--- src/rtl/mac_hilo_pkg.sv ---
package mac_hilo_pkg;

  localparam logic [5:0] FN_MUL_S = 6'h18;
  localparam logic [5:0] FN_MUL_U = 6'h19;

  typedef enum logic [1:0] {
    ACC_LOAD = 2'b00,
    ACC_NEG  = 2'b01,
    ACC_ADD  = 2'b10,
    ACC_SUB  = 2'b11
  } acc_mode_e;

  typedef struct packed {
    logic      legal;
    logic      is_ext;
    logic      ret_hi;
    logic      uns;
    acc_mode_e mode;
  } mac_ctl_t;

endpackage

--- src/rtl/mac_decode.sv ---
module mac_decode
  import mac_hilo_pkg::*;
#(
  parameter int unsigned SEL_W = 5
) (
  input  logic [5:0]       func,
  input  logic [SEL_W-1:0] sel,
  input  logic             ext_en,
  output mac_ctl_t         ctl
);

  logic fn_known;
  logic sel_zero;
  logic sel_shape_ok;

  assign fn_known = (func == FN_MUL_S) || (func == FN_MUL_U);
  assign sel_zero = (sel == '0);

  // legal extended selectors: odd, upper bits clear, not the bare value 1
  generate
    if (SEL_W > 4) begin : g_wide
      assign sel_shape_ok = sel[0] && (sel[SEL_W-1:4] == '0) && (sel[3:1] != 3'b000);
    end else begin : g_narrow
      assign sel_shape_ok = sel[0] && (sel[3:1] != 3'b000);
    end
  endgenerate

  always_comb begin
    ctl.uns    = (func == FN_MUL_U);
    ctl.is_ext = !sel_zero;
    if (sel_zero) begin
      ctl.legal  = fn_known;
      ctl.ret_hi = 1'b0;
      ctl.mode   = ACC_LOAD;
    end else begin
      ctl.legal  = fn_known && ext_en && sel_shape_ok;
      ctl.ret_hi = sel[3];
      ctl.mode   = acc_mode_e'(sel[2:1]);
    end
  end

endmodule

--- src/rtl/mac_datapath.sv ---
module mac_datapath
  import mac_hilo_pkg::*;
#(
  parameter int unsigned DATA_W = 32
) (
  input  logic [DATA_W-1:0]   a,
  input  logic [DATA_W-1:0]   b,
  input  logic                uns,
  input  acc_mode_e           mode,
  input  logic [2*DATA_W-1:0] acc,
  output logic [2*DATA_W-1:0] product,
  output logic [2*DATA_W-1:0] result
);

  localparam int unsigned PW = 2 * DATA_W;

  function automatic logic [PW-1:0] widen(input logic [DATA_W-1:0] x, input logic u);
    return u ? {{DATA_W{1'b0}}, x} : {{DATA_W{x[DATA_W-1]}}, x};
  endfunction

  // low PW bits of the widened product give the exact signed or unsigned result
  function automatic logic [PW-1:0] wide_mul(input logic [DATA_W-1:0] x,
                                             input logic [DATA_W-1:0] y,
                                             input logic u);
    logic [PW-1:0] xe;
    logic [PW-1:0] ye;
    xe = widen(x, u);
    ye = widen(y, u);
    return xe * ye;
  endfunction

  function automatic logic [PW-1:0] combine(input acc_mode_e m,
                                            input logic [PW-1:0] old_acc,
                                            input logic [PW-1:0] p);
    case (m)
      ACC_NEG: return '0 - p;
      ACC_ADD: return old_acc + p;
      ACC_SUB: return old_acc - p;
      default: return p;
    endcase
  endfunction

  assign product = wide_mul(a, b, uns);
  assign result  = combine(mode, acc, product);

endmodule

--- src/rtl/mac_state.sv ---
module mac_state
  import mac_hilo_pkg::*;
#(
  parameter int unsigned DATA_W = 32,
  parameter int unsigned IDX_W  = 5
) (
  input  logic                clk,
  input  logic                rst_n,
  input  logic                fire,
  input  logic                commit,
  input  logic                want_wb,
  input  logic                ret_hi,
  input  logic [IDX_W-1:0]    dest,
  input  logic [2*DATA_W-1:0] result,
  output logic [DATA_W-1:0]   hi,
  output logic [DATA_W-1:0]   lo,
  output logic                done,
  output logic                rsvd,
  output logic                wb_en,
  output logic [IDX_W-1:0]    wb_idx,
  output logic [DATA_W-1:0]   wb_data
);

  logic wr_go;
  assign wr_go = commit && want_wb && (dest != '0);

  always_ff @(posedge clk or negedge rst_n) begin
    if (!rst_n) begin
      hi      <= '0;
      lo      <= '0;
      done    <= 1'b0;
      rsvd    <= 1'b0;
      wb_en   <= 1'b0;
      wb_idx  <= '0;
      wb_data <= '0;
    end else begin
      done  <= fire;
      rsvd  <= fire && !commit;
      wb_en <= wr_go;
      if (commit) begin
        hi <= result[2*DATA_W-1:DATA_W];
        lo <= result[DATA_W-1:0];
      end
      if (wr_go) begin
        wb_idx  <= dest;
        wb_data <= ret_hi ? result[2*DATA_W-1:DATA_W] : result[DATA_W-1:0];
      end else begin
        wb_idx  <= '0;
        wb_data <= '0;
      end
    end
  end

endmodule

--- src/rtl/mac_hilo_unit.sv ---
module mac_hilo_unit
  import mac_hilo_pkg::*;
#(
  parameter int unsigned DATA_W = 32,
  parameter int unsigned SEL_W  = 5,
  parameter int unsigned IDX_W  = 5
) (
  input  logic              clk,
  input  logic              rst_n,
  input  logic              ext_enable,
  input  logic              op_valid,
  input  logic [5:0]        op_func,
  input  logic [SEL_W-1:0]  op_sel,
  input  logic [IDX_W-1:0]  op_dest,
  input  logic [DATA_W-1:0] op_a,
  input  logic [DATA_W-1:0] op_b,
  output logic              done,
  output logic              rsvd_insn,
  output logic              wb_en,
  output logic [IDX_W-1:0]  wb_idx,
  output logic [DATA_W-1:0] wb_data,
  output logic [DATA_W-1:0] hi_q,
  output logic [DATA_W-1:0] lo_q
);

  localparam int unsigned ACC_W = 2 * DATA_W;

  mac_ctl_t         ctl;
  logic [ACC_W-1:0] product;
  logic [ACC_W-1:0] next_acc;
  logic             hilo_commit;
  logic             op_reject;

  mac_decode #(.SEL_W(SEL_W)) u_dec (
    .func   (op_func),
    .sel    (op_sel),
    .ext_en (ext_enable),
    .ctl    (ctl)
  );

  mac_datapath #(.DATA_W(DATA_W)) u_dp (
    .a       (op_a),
    .b       (op_b),
    .uns     (ctl.uns),
    .mode    (ctl.mode),
    .acc     ({hi_q, lo_q}),
    .product (product),
    .result  (next_acc)
  );

  assign hilo_commit = op_valid && ctl.legal;
  assign op_reject   = op_valid && !ctl.legal;

  mac_state #(.DATA_W(DATA_W), .IDX_W(IDX_W)) u_st (
    .clk     (clk),
    .rst_n   (rst_n),
    .fire    (op_valid),
    .commit  (hilo_commit),
    .want_wb (ctl.is_ext),
    .ret_hi  (ctl.ret_hi),
    .dest    (op_dest),
    .result  (next_acc),
    .hi      (hi_q),
    .lo      (lo_q),
    .done    (done),
    .rsvd    (rsvd_insn),
    .wb_en   (wb_en),
    .wb_idx  (wb_idx),
    .wb_data (wb_data)
  );

endmodule

--- config.mk ---
export PLATFORM = sky130hd
export DESIGN_NAME = mac_hilo_unit
export DESIGN_NICKNAME = d
export VERILOG_FILES = /design/src/rtl/mac_hilo_pkg.sv /design/src/rtl/mac_decode.sv /design/src/rtl/mac_datapath.sv /design/src/rtl/mac_state.sv /design/src/rtl/mac_hilo_unit.sv
export SDC_FILE = /design/constraint.sdc
export NUM_CORES = 2
export LEC_CHECK = 0
export BUFFER_PORTS_ARGS = -buffer_cell sky130_fd_sc_hd__buf_2
export CAP_MARGIN = 20
export CORE_MARGIN = 3
export CORE_UTILIZATION = 30
export DETAILED_ROUTE_END_ITERATION = 8
export PLACE_DENSITY = 0.41
export SYNTH_ARGS = -nofsm -noshare
export SYNTH_HDL_FRONTEND = slang
export SYNTH_SLANG_ARGS = --single-unit
--- constraint.sdc ---
create_clock -name clk -period 5.4 [get_ports clk]
set_input_delay 0.54 -clock clk [delete_from_list [all_inputs] [get_ports clk]]
set_output_delay 0.54 -clock clk [all_outputs]
set_load 0.1 [all_outputs]
* Word-level counts from Yosys, hierarchy flattened
Cells that the tools add are included.
** Word-level totals
- Bits in read-only memories :: 0
- Flip-flop bits (word level) :: 104
- Memories :: 0
- Memory bits (writable) :: 0
- Bits in latches :: 0
- Input bits :: 84
- Output and inout bits :: 104
** Operators by class
- Add/subtract/negate cells :: 3
- Multiply operators :: 1
- Magnitude comparators :: 0
- Div/mod/pow operators :: 0
- Reduce and logical (&&, ||, !) cells :: 14
- Equality and inequality tests :: 5
- Bitwise logic cells :: 1
- Mux-type cells :: 9
- Shift-type cells :: 0
** Operators by type and width (count)
- one-hot mux 64 bit (3 select lines) :: 1
- 2-to-1 mux 64 bit :: 2
- adder 64 bit :: 1
- multiplier 64 x 64 -> 64 bit :: 1
- 2-to-1 mux 32 bit :: 2
- subtractor 1 x 64 -> 64 bit (first input constant) :: 1
- subtractor 64 bit :: 1
- == test 6 x 5 -> 1 bit (second input constant) :: 2
- logical AND 1 bit :: 8
- zero test 5 bit :: 1
- 2-to-1 mux 5 bit :: 1
- nonzero test 5 bit :: 1
- == test 2 bit (second input constant) :: 2
- nonzero test 3 bit :: 1
- == test 2 x 1 -> 1 bit (second input constant) :: 1
- zero test 1 bit :: 2
- 2-to-1 mux 1 bit :: 2
- 2-to-1 mux 2 bit :: 1
- logical OR 1 bit :: 1
- inverter 1 bit :: 1

* Longest topological paths before layout
- Word-level depth :: 9
- Gate-level depth with buffers :: 53

* Hierarchy
A second synthesis with hierarchy kept.
** Unflattened totals
- Cell total of the unflattened synthesis :: 6527
- Area total of the unflattened synthesis :: 59393.2 µm²
** Modules (own cells, without submodules)
- mac_datapath :: instances 1, cells each 6251, sequential area each 0.0 µm², area an instance 55176.7 µm²
- mac_state :: instances 1, cells each 263, sequential area each 2602.5 µm², area an instance 4140.2 µm²
- mac_decode :: instances 1, cells each 12, sequential area each 0.0 µm², area an instance 70.1 µm²
- mac_hilo_unit :: instances 1, cells each 1, sequential area each 0.0 µm², area an instance 6.3 µm²

* Worst setup path before layout
Ideal clock, no wire load.
- Kind :: input to register
- Start :: input op_func[1]
- End :: register u_st.wb_data[24]
- Path buffers :: 3
- Stages on the path :: 47
- Arrival :: 12.584 ns
- Setup time :: 0.136 ns
- Setup slack :: -7.320 ns
- Path through :: nor4b_1 nand3_1 and2_1 clkbuf_1 clkbuf_1 nand2_1 fa_1 inv_1 fa_1 fa_1 fa_1 fa_1 inv_1 fa_1 inv_1 fa_1 fa_1 fa_1 [... 11 more ...] a2111oi_0 nand3_1 or2_2 nand2_1 xor2_1 ha_1 nand2_1 or3_1 or4b_2 a31o_2 a22o_1 o21ai_0 a21oi_1 o311ai_0 xnor2_1 nand2_1 o211ai_1 a21oi_1
** On the way
- Cells in the longest elaborated chain, start to end :: 9
- Elaborated cells on any way between the ends :: 18
- Classes of those cells :: add/sub (3); mul (1); eq/ne (2); mux (6); reduce/logical (6)
** RTL lines
- start, declared :: line mac_hilo_unit.sv:12 : input logic [5:0] op_func,
- parallel branches: the longest is 8 deep, another holds multiplier 64 x 64 -> 64 bit
- 2-to-1 mux 32 bit * :: line mac_state.sv:44 : if (wr_go) begin
- end signal, assigned :: line mac_state.sv:46 : wb_data <= ret_hi ? result[2*DATA_W-1:DATA_W] : result[DATA_W-1:0];
- end, declared :: line mac_state.sv:21 : output logic [DATA_W-1:0] wb_data
Every way passes the cells marked *.
A chain may end at the register's enable or synchronous reset.

* Worst setup path in the final report
- Start :: input op_func[3]
- End :: register u_st.wb_data[31]
The elaborated chain is that of the path after synthesis.

==> run metrics <==
status finished, violations left; failing checks negative setup slack; Post-DP Area 0.07367 mm²; Tmin final 11.84 ns; die area 0.2030 mm²; CP dominant cell by count fa_1; ranking of synthesized cells by area fa_1, inv_1, ha_1; latest clock arrival within the worst-skew pair 0.37 ns; cell row count 162; main flop type after synthesis dfrtp_1; vias in the first global route 52780; Placeable Area 0.1958 mm²; GRT Residual Overflow 0; Clock Pin Slew Worst Setup and Hold Paths about 0.08 ns; setup TNS -463.05 ns; crit end category flip-flop; vias per inst 4.582; ratio of cells with drive above 1 in the final layout 27.86%; Total Routed Length roughly 220 mm; Worst Hold Class in -> async; Rel. slew slack 28.97%; Crit path buffers/inverters 14; Final Wtd Congestion 0.9304; Post-synth ARST share 100.0%; GRT Overall Usage 21.43%; clock skew ~0.013 ns; dpl cells 10460; fin crit share 219.3%; FMAX 0.08444 GHz; CTS H-Tree Depth 3; Hold Violations, Final 0; Initial Util 30.29%; Yosys cell types 92; CP max stage delay 0.64 ns; Worst Path Max Fanout 6; via count 48330; Worst-Margin Slew 1.056 ns; sequential cell area 0.002603 mm²; Yosys top cell by area fa_1; Port Buffers around 190; area grow syn2layout 29.73%; drt first-iter violations 2626; type of origin of the critical path primary input; 1st-pass router iterations 5; critical path's slowest cell fa_2; first-pass GRT wire length 332.2 mm; Mapped Area 0.05930 mm²; Post-synth EDFFs 0; synthesized area per cell 8.879 µm²; Yosys warnings 0; largest net degree at the start of global routing 87; max-cap violations 0; width of the die 450.6 µm; routed len/inst around 21 µm; # setup viols final 90; fin nets 9794; Required @ worst endpoint 5.70 ns; final worst setup slack -6.443 ns; # DRC 0; ANT nets after route 0; final std cells w/o fill 10550; Antenna Cells 0; syn_nets 8554; Clock Sink Count 104; CP top delay family adder cells; initial antenna violation count 10; CTS tree built; Worst Path Class, Setup in -> reg; Worst Path Arrival 12.14 ns; Yosys top cell area share 48.11%; RSZ-0062 raised after global routing true; Num CTS Buffers 9; clock tree buffer depth 2; Seq/Total Area, Yosys ~4.4%; Detail Placement HPWL between 150 and 200 mm; hold buffer count at CTS 0; Layout fillers 20050; area occupied by multi-input gates 0.05242 mm²; flip-flop and latch count after synthesis 104; fin area roughly 0.077 mm²; Mapped Cells 6679; dpl ws -7.670 ns; Root Driver clkbuf_16; IO Count 188; fin. max-slew vios 0; die span in y 450.6 µm
[kinds of logic (layout without fill, tap and decap cells)]
logic type / Yosys count / count (layout) / synth area share [%]
xor+xnor: 265 / 265 / 3.914
mux: 43 / 43 / 0.8587
flops: 104 / 104 / 4.389
compound gates: 749 / 749 / 8.206
fa+ha+maj: 1794 / 1794 / 55.88
simple gates: 1818 / 1819 / 14.63
buf+inv: 1906 / 3150 / 12.13
[synth_stat cells (all sizes together), types with 45 or more instances]
| cell type | instances |
|---|---|
| a21oi | 185 |
| ha | 366 |
| xor2 | 87 |
| nand3 | 53 |
| dfrtp | 104 |
| nor2 | 149 |
| nand2 | 930 |
| fa | 1425 |
| a21o | 63 |
| inv | 1565 |
| and2 | 397 |
| xnor2 | 178 |
| o21ai | 199 |
| clkbuf | 301 |
| nor3 | 46 |
| and3 | 45 |
[final timing paths]
check | start | endpoint | slack [ns] | depth (start not counted)
worst min-delay path | rst_n | u_st.lo[2]$_DFFE_PN0P_ | 0.23 | 1
worst min register to register | u_st.lo[3]$_DFFE_PN0P_ | u_st.lo[3]$_DFFE_PN0P_ | 0.55 | 2
max in group asynchronous | rst_n | u_st.rsvd$_DFF_PN0_ | 4.03 | 2
worst max-delay path | op_func[3] | u_st.wb_data[31]$_DFF_PN0_ | -6.44 | 49
min in group clk | op_valid | u_st.done$_DFF_PN0_ | 0.39 | 1
worst max register to register | u_st.lo[0]$_DFFE_PN0P_ | u_st.wb_data[30]$_DFF_PN0_ | 1.15 | 19
[state kept, by name, summed over array words and instances, names as in the netlist]
signal        flops
u_st.rsvd         1
u_st.wb_en        1
u_st.hi          32
u_st.lo          32
u_st.wb_data     32
u_st.done         1
u_st.wb_idx       5
[placed cells by master, fill, tap and decap left out, types with 24 or more instances in the layout]
master / Yosys / final
o21ai_1: 12 / 81
fa_1: 1425 / 1352
xor2_1: 87 / 75
o21ai_0: 187 / 80
buf_12: 0 / 58
a21oi_1: 185 / 120
and3_1: 45 / 38
nand4_1: 43 / 43
nor3_1: 44 / 24
inv_1: 1563 / 1509
a21o_1: 63 / 62
a21oi_2: 0 / 60
and2_1: 396 / 383
ha_4: 0 / 38
o21ai_2: 0 / 31
o211ai_1: 38 / 38
nand2_1: 930 / 886
buf_6: 2 / 49
ha_1: 366 / 321
nand2_2: 0 / 38
xnor2_1: 178 / 151
dfrtp_1: 104 / 104
nand3_1: 53 / 40
fa_2: 0 / 73
nor2_1: 149 / 134
buf_4: 0 / 1281
buf_2: 17 / 162
inv_2: 2 / 54
xnor2_2: 0 / 24
[what timing repair did]
item	in CTS	in global routing
resized for setup	266	312
buffers inserted	34	33
cloned	1	7
setup endpoints to repair	91	91
pin swaps	131	99
hold endpoints to repair	0	0
[worst register-to-register path: stages, from the launching register on]
cell and delay [ns]:
dfrtp_1 0.38, inv_1 0.09, ha_1 0.21, inv_1 0.07
fa_1 0.41, a211oi_1 0.37, o21ai_1 0.19, a311oi_2 0.23
buf_4 0.17, a2bb2oi_4 0.20, nand2_2 0.09, a41oi_2 0.27
o31ai_2 0.10, buf_4 0.16, a31oi_4 0.19, o41ai_4 0.10
nor4bb_1 0.15, or4_1 0.52, o211ai_1 0.12, a21oi_1 0.09
[layer usage]
layer  vias to the layer above  share of wire, %  GRT usage [%]
met2                       804                45          35.01
met5                         -             0.012              0
met3                       135               3.6          1.745
met4                         4               2.1          3.332
li1                      22600                 -              -
met1                     24790                49          31.46
[through the flow]
step                util, %  hold slack (ns)
floorplan                 -           0.2444
global placement      37.62           0.5336
global route          39.29           0.2855
finish                39.29           0.2318
detailed placement    37.62           0.5293
CTS                   38.44           0.2505
[cell type report]
| cell class | instances | share of cell area, % |
|---|---|---|
| Clock buffer | 12 | 0.3074 |
| Clock inverter | 4 | 0.03903 |
| Inverter | 1565 | 7.644 |
| Multi-Input combinational cell | 4670 | 68.14 |
| Sequential cell | 104 | 3.383 |
| Tap cell | 2624 | 4.268 |
| Timing Repair Buffer | 1569 | 16.22 |
Power is left out: the tool's default activity adds up to more than one toggle a clock period on the data nets, which glitch-free logic cannot reach.
